--- src/rtl/csa_mult_pkg.sv ---
package csa_mult_pkg;

  // Rows still present after lv reduction levels, starting from n rows.
  function automatic int rows_after(input int n, input int lv);
    int r;
    r = n;
    for (int i = 0; i < lv; i++) r = 2 * (r / 3) + (r % 3);
    return r;
  endfunction

  // Number of 3:2 levels needed to bring n rows down to two (or fewer).
  function automatic int tree_levels(input int n);
    int r;
    int c;
    r = n;
    c = 0;
    while (r > 2) begin
      r = 2 * (r / 3) + (r % 3);
      c++;
    end
    return c;
  endfunction

endpackage

--- src/rtl/csa32.sv ---
module csa32 #(
  parameter int W = 8
) (
  input  logic [W-1:0] x,
  input  logic [W-1:0] y,
  input  logic [W-1:0] z,
  output logic [W-1:0] s,
  output logic [W-1:0] c
);
  // Independent full adder per bit; carry vector weighted one place up.
  assign s = x ^ y ^ z;
  assign c = {(x[W-2:0] & y[W-2:0]) | (x[W-2:0] & z[W-2:0]) | (y[W-2:0] & z[W-2:0]), 1'b0};
endmodule

--- src/rtl/cpa_prefix.sv ---
module cpa_prefix #(
  parameter int W = 8
) (
  input  logic [W-1:0] x,
  input  logic [W-1:0] y,
  output logic [W-1:0] sum
);
  logic [W-1:0] hp;
  logic [W-1:0] gg;
  logic [W-1:0] pp;

  assign hp = x ^ y;

  // Log-depth prefix of generate/propagate pairs, carry-in fixed at zero.
  always_comb begin
    gg = x & y;
    pp = hp;
    for (int d = 1; d < W; d = d * 2) begin
      for (int i = W - 1; i >= d; i--) begin
        gg[i] = gg[i] | (pp[i] & gg[i-d]);
        pp[i] = pp[i] & pp[i-d];
      end
    end
  end

  // Carry into bit i is the group generate of bits 0..i-1; carry-out dropped.
  assign sum = hp ^ {gg[W-2:0], 1'b0};
endmodule

--- src/rtl/csa_tree.sv ---
module csa_tree #(
  parameter int N = 8
) (
  input  logic [N-1:0]   mcand,
  input  logic [N-1:0]   mplier,
  output logic [2*N-1:0] vec_a,
  output logic [2*N-1:0] vec_b
);
  localparam int W      = 2 * N;
  localparam int LEVELS = csa_mult_pkg::tree_levels(N);

  logic [N-1:0][W-1:0] rows0;

  // Partial products, all rows at once.
  for (genvar j = 0; j < N; j++) begin : g_pp
    assign rows0[j] = W'(mcand & {N{mplier[j]}}) << j;
  end

  for (genvar l = 0; l < LEVELS; l++) begin : g_lvl
    localparam int RIN  = csa_mult_pkg::rows_after(N, l);
    localparam int GRP  = RIN / 3;
    localparam int LEFT = RIN % 3;
    localparam int ROUT = 2 * GRP + LEFT;

    logic [RIN-1:0][W-1:0]  cur;
    logic [ROUT-1:0][W-1:0] nxt;

    if (l == 0) begin : g_src0
      assign cur = rows0;
    end else begin : g_srcn
      assign cur = g_lvl[l-1].nxt;
    end

    for (genvar g = 0; g < GRP; g++) begin : g_csa
      csa32 #(.W(W)) u_csa (
        .x (cur[3*g]),
        .y (cur[3*g+1]),
        .z (cur[3*g+2]),
        .s (nxt[2*g]),
        .c (nxt[2*g+1])
      );
    end

    for (genvar k = 0; k < LEFT; k++) begin : g_pass
      assign nxt[2*GRP+k] = cur[3*GRP+k];
    end
  end

  if (LEVELS == 0) begin : g_flat
    assign vec_a = rows0[0];
    if (N > 1) begin : g_two
      assign vec_b = rows0[N-1];
    end else begin : g_one
      assign vec_b = '0;
    end
  end else begin : g_tree
    assign vec_a = g_lvl[LEVELS-1].nxt[0];
    assign vec_b = g_lvl[LEVELS-1].nxt[1];
  end
endmodule

--- src/rtl/csa_tree_mult.sv ---
module csa_tree_mult #(
  parameter int N       = 16,
  parameter bit REG_OUT = 1'b1
) (
  input  logic           clk,
  input  logic           rst_n,
  input  logic           load,
  input  logic [N-1:0]   mcand,
  input  logic [N-1:0]   mplier,
  output logic [2*N-1:0] prod
);
  localparam int W = 2 * N;

  logic [W-1:0] vec_a;
  logic [W-1:0] vec_b;
  logic [W-1:0] prod_c;

  csa_tree #(.N(N)) u_tree (
    .mcand  (mcand),
    .mplier (mplier),
    .vec_a  (vec_a),
    .vec_b  (vec_b)
  );

  cpa_prefix #(.W(W)) u_cpa (
    .x   (vec_a),
    .y   (vec_b),
    .sum (prod_c)
  );

  if (REG_OUT) begin : g_reg
    logic [W-1:0] prod_d;
    logic [W-1:0] prod_q;

    always_comb begin
      prod_d = prod_q;
      if (load) prod_d = prod_c;
    end

    always_ff @(posedge clk or negedge rst_n) begin
      if (!rst_n) prod_q <= '0;
      else        prod_q <= prod_d;
    end

    assign prod = prod_q;
  end else begin : g_comb
    assign prod = prod_c;
  end
endmodule

--- config.mk ---
export PLATFORM = sky130hd
export DESIGN_NAME = csa_tree_mult
export DESIGN_NICKNAME = d
export VERILOG_FILES = /design/src/rtl/csa_mult_pkg.sv /design/src/rtl/csa32.sv /design/src/rtl/cpa_prefix.sv /design/src/rtl/csa_tree.sv /design/src/rtl/csa_tree_mult.sv
export SDC_FILE = /design/constraint.sdc
export NUM_CORES = 1
export LEC_CHECK = 0
export CORE_MARGIN = 3
export CORE_UTILIZATION = 45
export DETAILED_ROUTE_END_ITERATION = 7
export DONT_BUFFER_PORTS = 1
export GPL_ROUTABILITY_DRIVEN = 1
export PLACE_DENSITY = 0.58
export SETUP_SLACK_MARGIN = 0.3
export SYNTH_ARGS = -nofsm -noshare
export SYNTH_HDL_FRONTEND = slang
export SYNTH_HIERARCHICAL = 1
export SYNTH_SLANG_ARGS = --single-unit
--- constraint.sdc ---
create_clock -name clk -period 2 [get_ports clk]
set_clock_uncertainty 0.1 [all_clocks]
set_input_delay 0.2 -clock clk [delete_from_list [all_inputs] [get_ports clk]]
set_output_delay 0.2 -clock clk [all_outputs]
set_load 0.005 [all_outputs]
; ---- Yosys cells after proc, flatten, opt, wreduce, memory -nomap -nowiden
; Cells that the tools add are included.
[classes]
bitwise = 459
[ops]
columns = operator, n
row1 = $and 31x31->31, 43
row2 = $xor 32x32->32, 29
row3 = $or 31x31->31, 28
row4 = $and 16x16->16, 16
row5 = $and 1x1->1, 218
row6 = $or 1x1->1, 124
row7 = $xor 28x29->29, 1
[totals]
regBits = 32
inputBits = 35
elab_cells = 460

; ---- Logic depth before layout (Yosys ltp)
[depth]
ltp_word = 30
depth_mapped = 18

; ---- Cells and area by module
; The synthesis kept the hierarchy.
[modules_own_cells]
columns = module, instances, cells_per_inst, area_each_um2
row1 = csa32, 14, 34, 655.6
row2 = csa_tree, 1, 289, 1965.6
row3 = cpa_prefix, 1, 254, 1826.8
row4 = csa_tree_mult, 1, 68, 1345.0

; ---- Worst setup path after synthesis
; OpenSTA, ideal clock, no wires.
[synth_timing]
kind = input-to-reg
startpoint = input mcand[10]
endpoint = register g_reg.prod_q[30] (netlist: prod[30])
arrival_ps = 5453
cell_stages = 18
t_required_ps = 1836
setup_slack_ps = -3617
setup_ps = 64
path_cell_list = buf_4 and2_1 fa_1 fa_1 fa_1 fa_1 fa_1 fa_1 ha_1 buf_6 a21o_1 a21o_1 a21o_1 a2111oi_4 o22ai_1 or4b_1 nand3_1 mux2_4
[synth_lines]
columns = element, line
row1 = "start, declared", csa_tree_mult.sv:8  ; input logic [N-1:0] mcand,
row2 = "end signal, assigned", csa_tree_mult.sv:42  ; else prod_q <= prod_d;
row3 = "end, declared", csa_tree_mult.sv:33  ; logic [W-1:0] prod_q;

==> run summary <==
Run status
• outcome: finished, violations left
• failing checks: hold timing, setup timing

Floorplan
• area of the die: 34000 µm²
• Die W: 184 µm
• area of the core region: 31000 µm²
• floorplan row count: 64
• Die Height: 184 µm
• Top-Level Pins: 67
• Initial Utilization: 46.2%

Critical path
• maximum fanout along the worst path: 16
• crit path launch type: primary input
• Critical Path End Type: register
• WP data arrival: 5.33 ns
• worst reg2reg path startpoint: prod[28]
• Critical Setup Path Class: in -> reg
• Worst R2R End: prod[28]
• CP Capture Point: prod[19]
• required time reported for the critical path endpoint: 2.06 ns
• logic depth of the worst register-to-register path: 1
• register-to-register setup slack: 1.08 ns
• timing startpoint of the critical path: mplier[1]

STA
• final hold slack: -0.0114 ns
• setup repair after global routing missed its margin: yes
• Final Critical Period: 5.27 ns
• final clock period utilization by the worst path: 263%
• endpoints failing setup: 32
• slack of the critical path: -3.27 ns
• Hold Vio Cnt, Final: 18
• maximum clock frequency: 0.190 GHz
• Max Slew Vio Count: 0

Layout
• flip-flop count of the largest register after layout: 32
• # fillers: 2661
• antenna fix cells: 0
• layout cell share with drive strength beyond 1: 26.0%
• Post-layout nets: 1902
• storage element area: 801 µm²
• multi-input gate area in the final layout: 14800 µm²
• Syn-to-layout area delta: 20.2%

GRT
• number of antenna violations at the first check in global routing: 0
• gr usage total: 20.0%
• wire length of the first global-routing pass: 53.1 mm
• GR Overflow Total: 0
• via count of the first global-routing pass: 10341
• maximum number of pins on one net before global-route repair: 33

Clock network
• TritonCTS Buffers: 5
• CTS hold repair buffers: 2
• CTS clk-pin slew, worst paths: 0.05 ns
• clock buffer depth: 2
• root buffer selected by CTS: sky130_fd_sc_hd__clkbuf_16
• source-to-sink clock delay at the later pin of the worst-skew pair: 0.27 ns
• CTS tree: yes
• level count of the clock H-tree: 2
• clock sink total: 32

Place
• number of buffers added on ports: 0
• final weighted congestion in routability-driven placement: 0.844
• post-detailed-placement half-perimeter wirelength: 26.7 mm

Worst hold path
• Worst Hold Launch: load
• number of cells on the worst hold path: 1
• class of the worst hold path: in -> reg

Route
• TritonRoute pass-1 iters: 5
• routed wire length: 31.3 mm
• vias per inst: 4.79
• remaining antenna violation count after routing: 0
• initial DRC count: 247
• DRC violation count after routing: 0
• number of vias after detailed routing: 8619
• wire per inst: 17.4 µm

Logic synthesis
• number of distinct library cells after synthesis: 53
• sequential share of the synthesized area: 5.59%
• Async SR Flop Fraction: 100%
• post-synthesis register bit count: 32
• per-instance average area after synthesis: 13.2 µm²
• number of synthesis warnings: 6
• cell taking the most area after synthesis: sky130_fd_sc_hd__fa_1
• area of the mapped netlist: 14300 µm²
• Cells after Synth: 1087
• number of enable-type register cells in the synthesized netlist: 0
• Synth top area share: 60.8%
• most instantiated flip-flop cell in the synthesis netlist: sky130_fd_sc_hd__dfrtp_1
• leading post-synthesis cells by cell area: sky130_fd_sc_hd__fa_1 (61%), sky130_fd_sc_hd__and2_1 (9.2%), sky130_fd_sc_hd__dfrtp_1 (5.6%), sky130_fd_sc_hd__mux2_4 (3.1%), sky130_fd_sc_hd__ha_1 (2.7%)
• most frequent cells after synthesis: sky130_fd_sc_hd__fa_1 (435), sky130_fd_sc_hd__and2_1 (211), sky130_fd_sc_hd__and2_2 (48)
• most frequently used cell type in the post-synthesis netlist: sky130_fd_sc_hd__fa_1

Run
• max cap viols: 0

## what timing repair did
item	CTS	global route
resized for setup	61	28
hold endpoints to repair	63	26
pin swaps	47	17
setup buffers	9	6
cloned	0	0
endpoints found under the setup margin	32	32
## critical path: stages
cell	delay, ns
sky130_fd_sc_hd__and2_4	0.14
sky130_fd_sc_hd__fa_1	0.57
sky130_fd_sc_hd__fa_1	0.46
sky130_fd_sc_hd__fa_2	0.57
sky130_fd_sc_hd__fa_2	0.46
sky130_fd_sc_hd__fa_2	0.54
sky130_fd_sc_hd__fa_2	0.47
sky130_fd_sc_hd__ha_4	0.18
sky130_fd_sc_hd__a211o_1	0.32
sky130_fd_sc_hd__a2111oi_4	0.47
sky130_fd_sc_hd__a21boi_4	0.09
sky130_fd_sc_hd__a221o_1	0.33
sky130_fd_sc_hd__a21oi_2	0.16
sky130_fd_sc_hd__xnor2_1	0.10
sky130_fd_sc_hd__mux2_4	0.26
## metal layers
| layer | vias to the layer above | wire [µm] | GRT usage (%) |
|---|---|---|---|
| met5 | - | 0 | 0 |
| met4 | 0 | 447 | 3.33 |
| met3 | 32 | 718 | 0.987 |
| met2 | 108 | 18000 | 39.0 |
| met1 | 4659 | 12100 | 24.8 |
| li1 | 3820 | - | - |
## how the worst min path moves through the flow
stage | end | slack, ns
after global routing | prod[20] | -0.02
after CTS | prod[20] | -0.02
after floorplan | prod[0] | -0.20
after detailed placement | prod[3] | -0.20
final | prod[23] | -0.01
after global placement | prod[3] | -0.19
## area by class of cell
| cell class | count | share of cell area [%] |
|---|---|---|
| clock buffer | 6 | 0.807 |
| sequential | 32 | 4.65 |
| tap | 396 | 2.88 |
| clock inverter | 2 | 0.0582 |
| timing repair buffer | 113 | 5.39 |
| multi-input combinational | 1245 | 86.1 |
| inverter | 4 | 0.0872 |
## cell families (layout without fill, tap and decap cells)
kind of cell,count (synthesis),count (layout),synth area share (%)
xor+xnor,42,42,4.04
simple gates,321,321,13.8
flops,32,32,5.59
buf+inv,65,125,3.78
mux,33,33,3.37
compound gates,113,113,5.48
fa+ha+maj,466,466,63.5
other cells,15,270,0.393
## cell usage in the layout (no fill, tap or decap), types with 8 or more instances in the layout
cell type / n
sky130_fd_sc_hd__nor2_1: 13
sky130_fd_sc_hd__and2_2: 35
sky130_fd_sc_hd__xor3_1: 14
sky130_fd_sc_hd__and2_4: 43
sky130_fd_sc_hd__o21ai_0: 8
sky130_fd_sc_hd__a21oi_2: 13
sky130_fd_sc_hd__and2_1: 181
sky130_fd_sc_hd__buf_4: 96
sky130_fd_sc_hd__nand3_1: 9
sky130_fd_sc_hd__a21o_1: 21
sky130_fd_sc_hd__fa_2: 53
sky130_fd_sc_hd__nand2_1: 14
sky130_fd_sc_hd__conb_1: 270
sky130_fd_sc_hd__xnor2_1: 13
sky130_fd_sc_hd__ha_4: 19
sky130_fd_sc_hd__fa_1: 382
sky130_fd_sc_hd__ha_1: 12
sky130_fd_sc_hd__a21oi_4: 8
sky130_fd_sc_hd__a21oi_1: 12
sky130_fd_sc_hd__buf_6: 14
sky130_fd_sc_hd__mux2_4: 31
sky130_fd_sc_hd__dfrtp_1: 32
## metrics by stage
| step | TNS, ns | std cells | util, % | area, µm² | setup WS [ns] |
|---|---|---|---|---|---|
| 2_1_floorplan | -91.67 | 1342 | - | 15900 | -3.57 |
| 3_3_place_gp | -96.10 | 1773 | 53.2 | 16500 | -3.53 |
| 3_5_place_dp | -95.86 | 1773 | 53.2 | 16500 | -3.56 |
| 4_1_cts | -86.35 | 1792 | 54.9 | 17000 | -3.25 |
| 5_1_grt | -89.96 | 1798 | 55.5 | 17200 | -3.39 |
| 6_report | -86.72 | 1798 | 55.5 | 17200 | -3.27 |
Power is not shown: default switching activity piles up to over one toggle a cycle in this logic, so the estimate is an artifact.
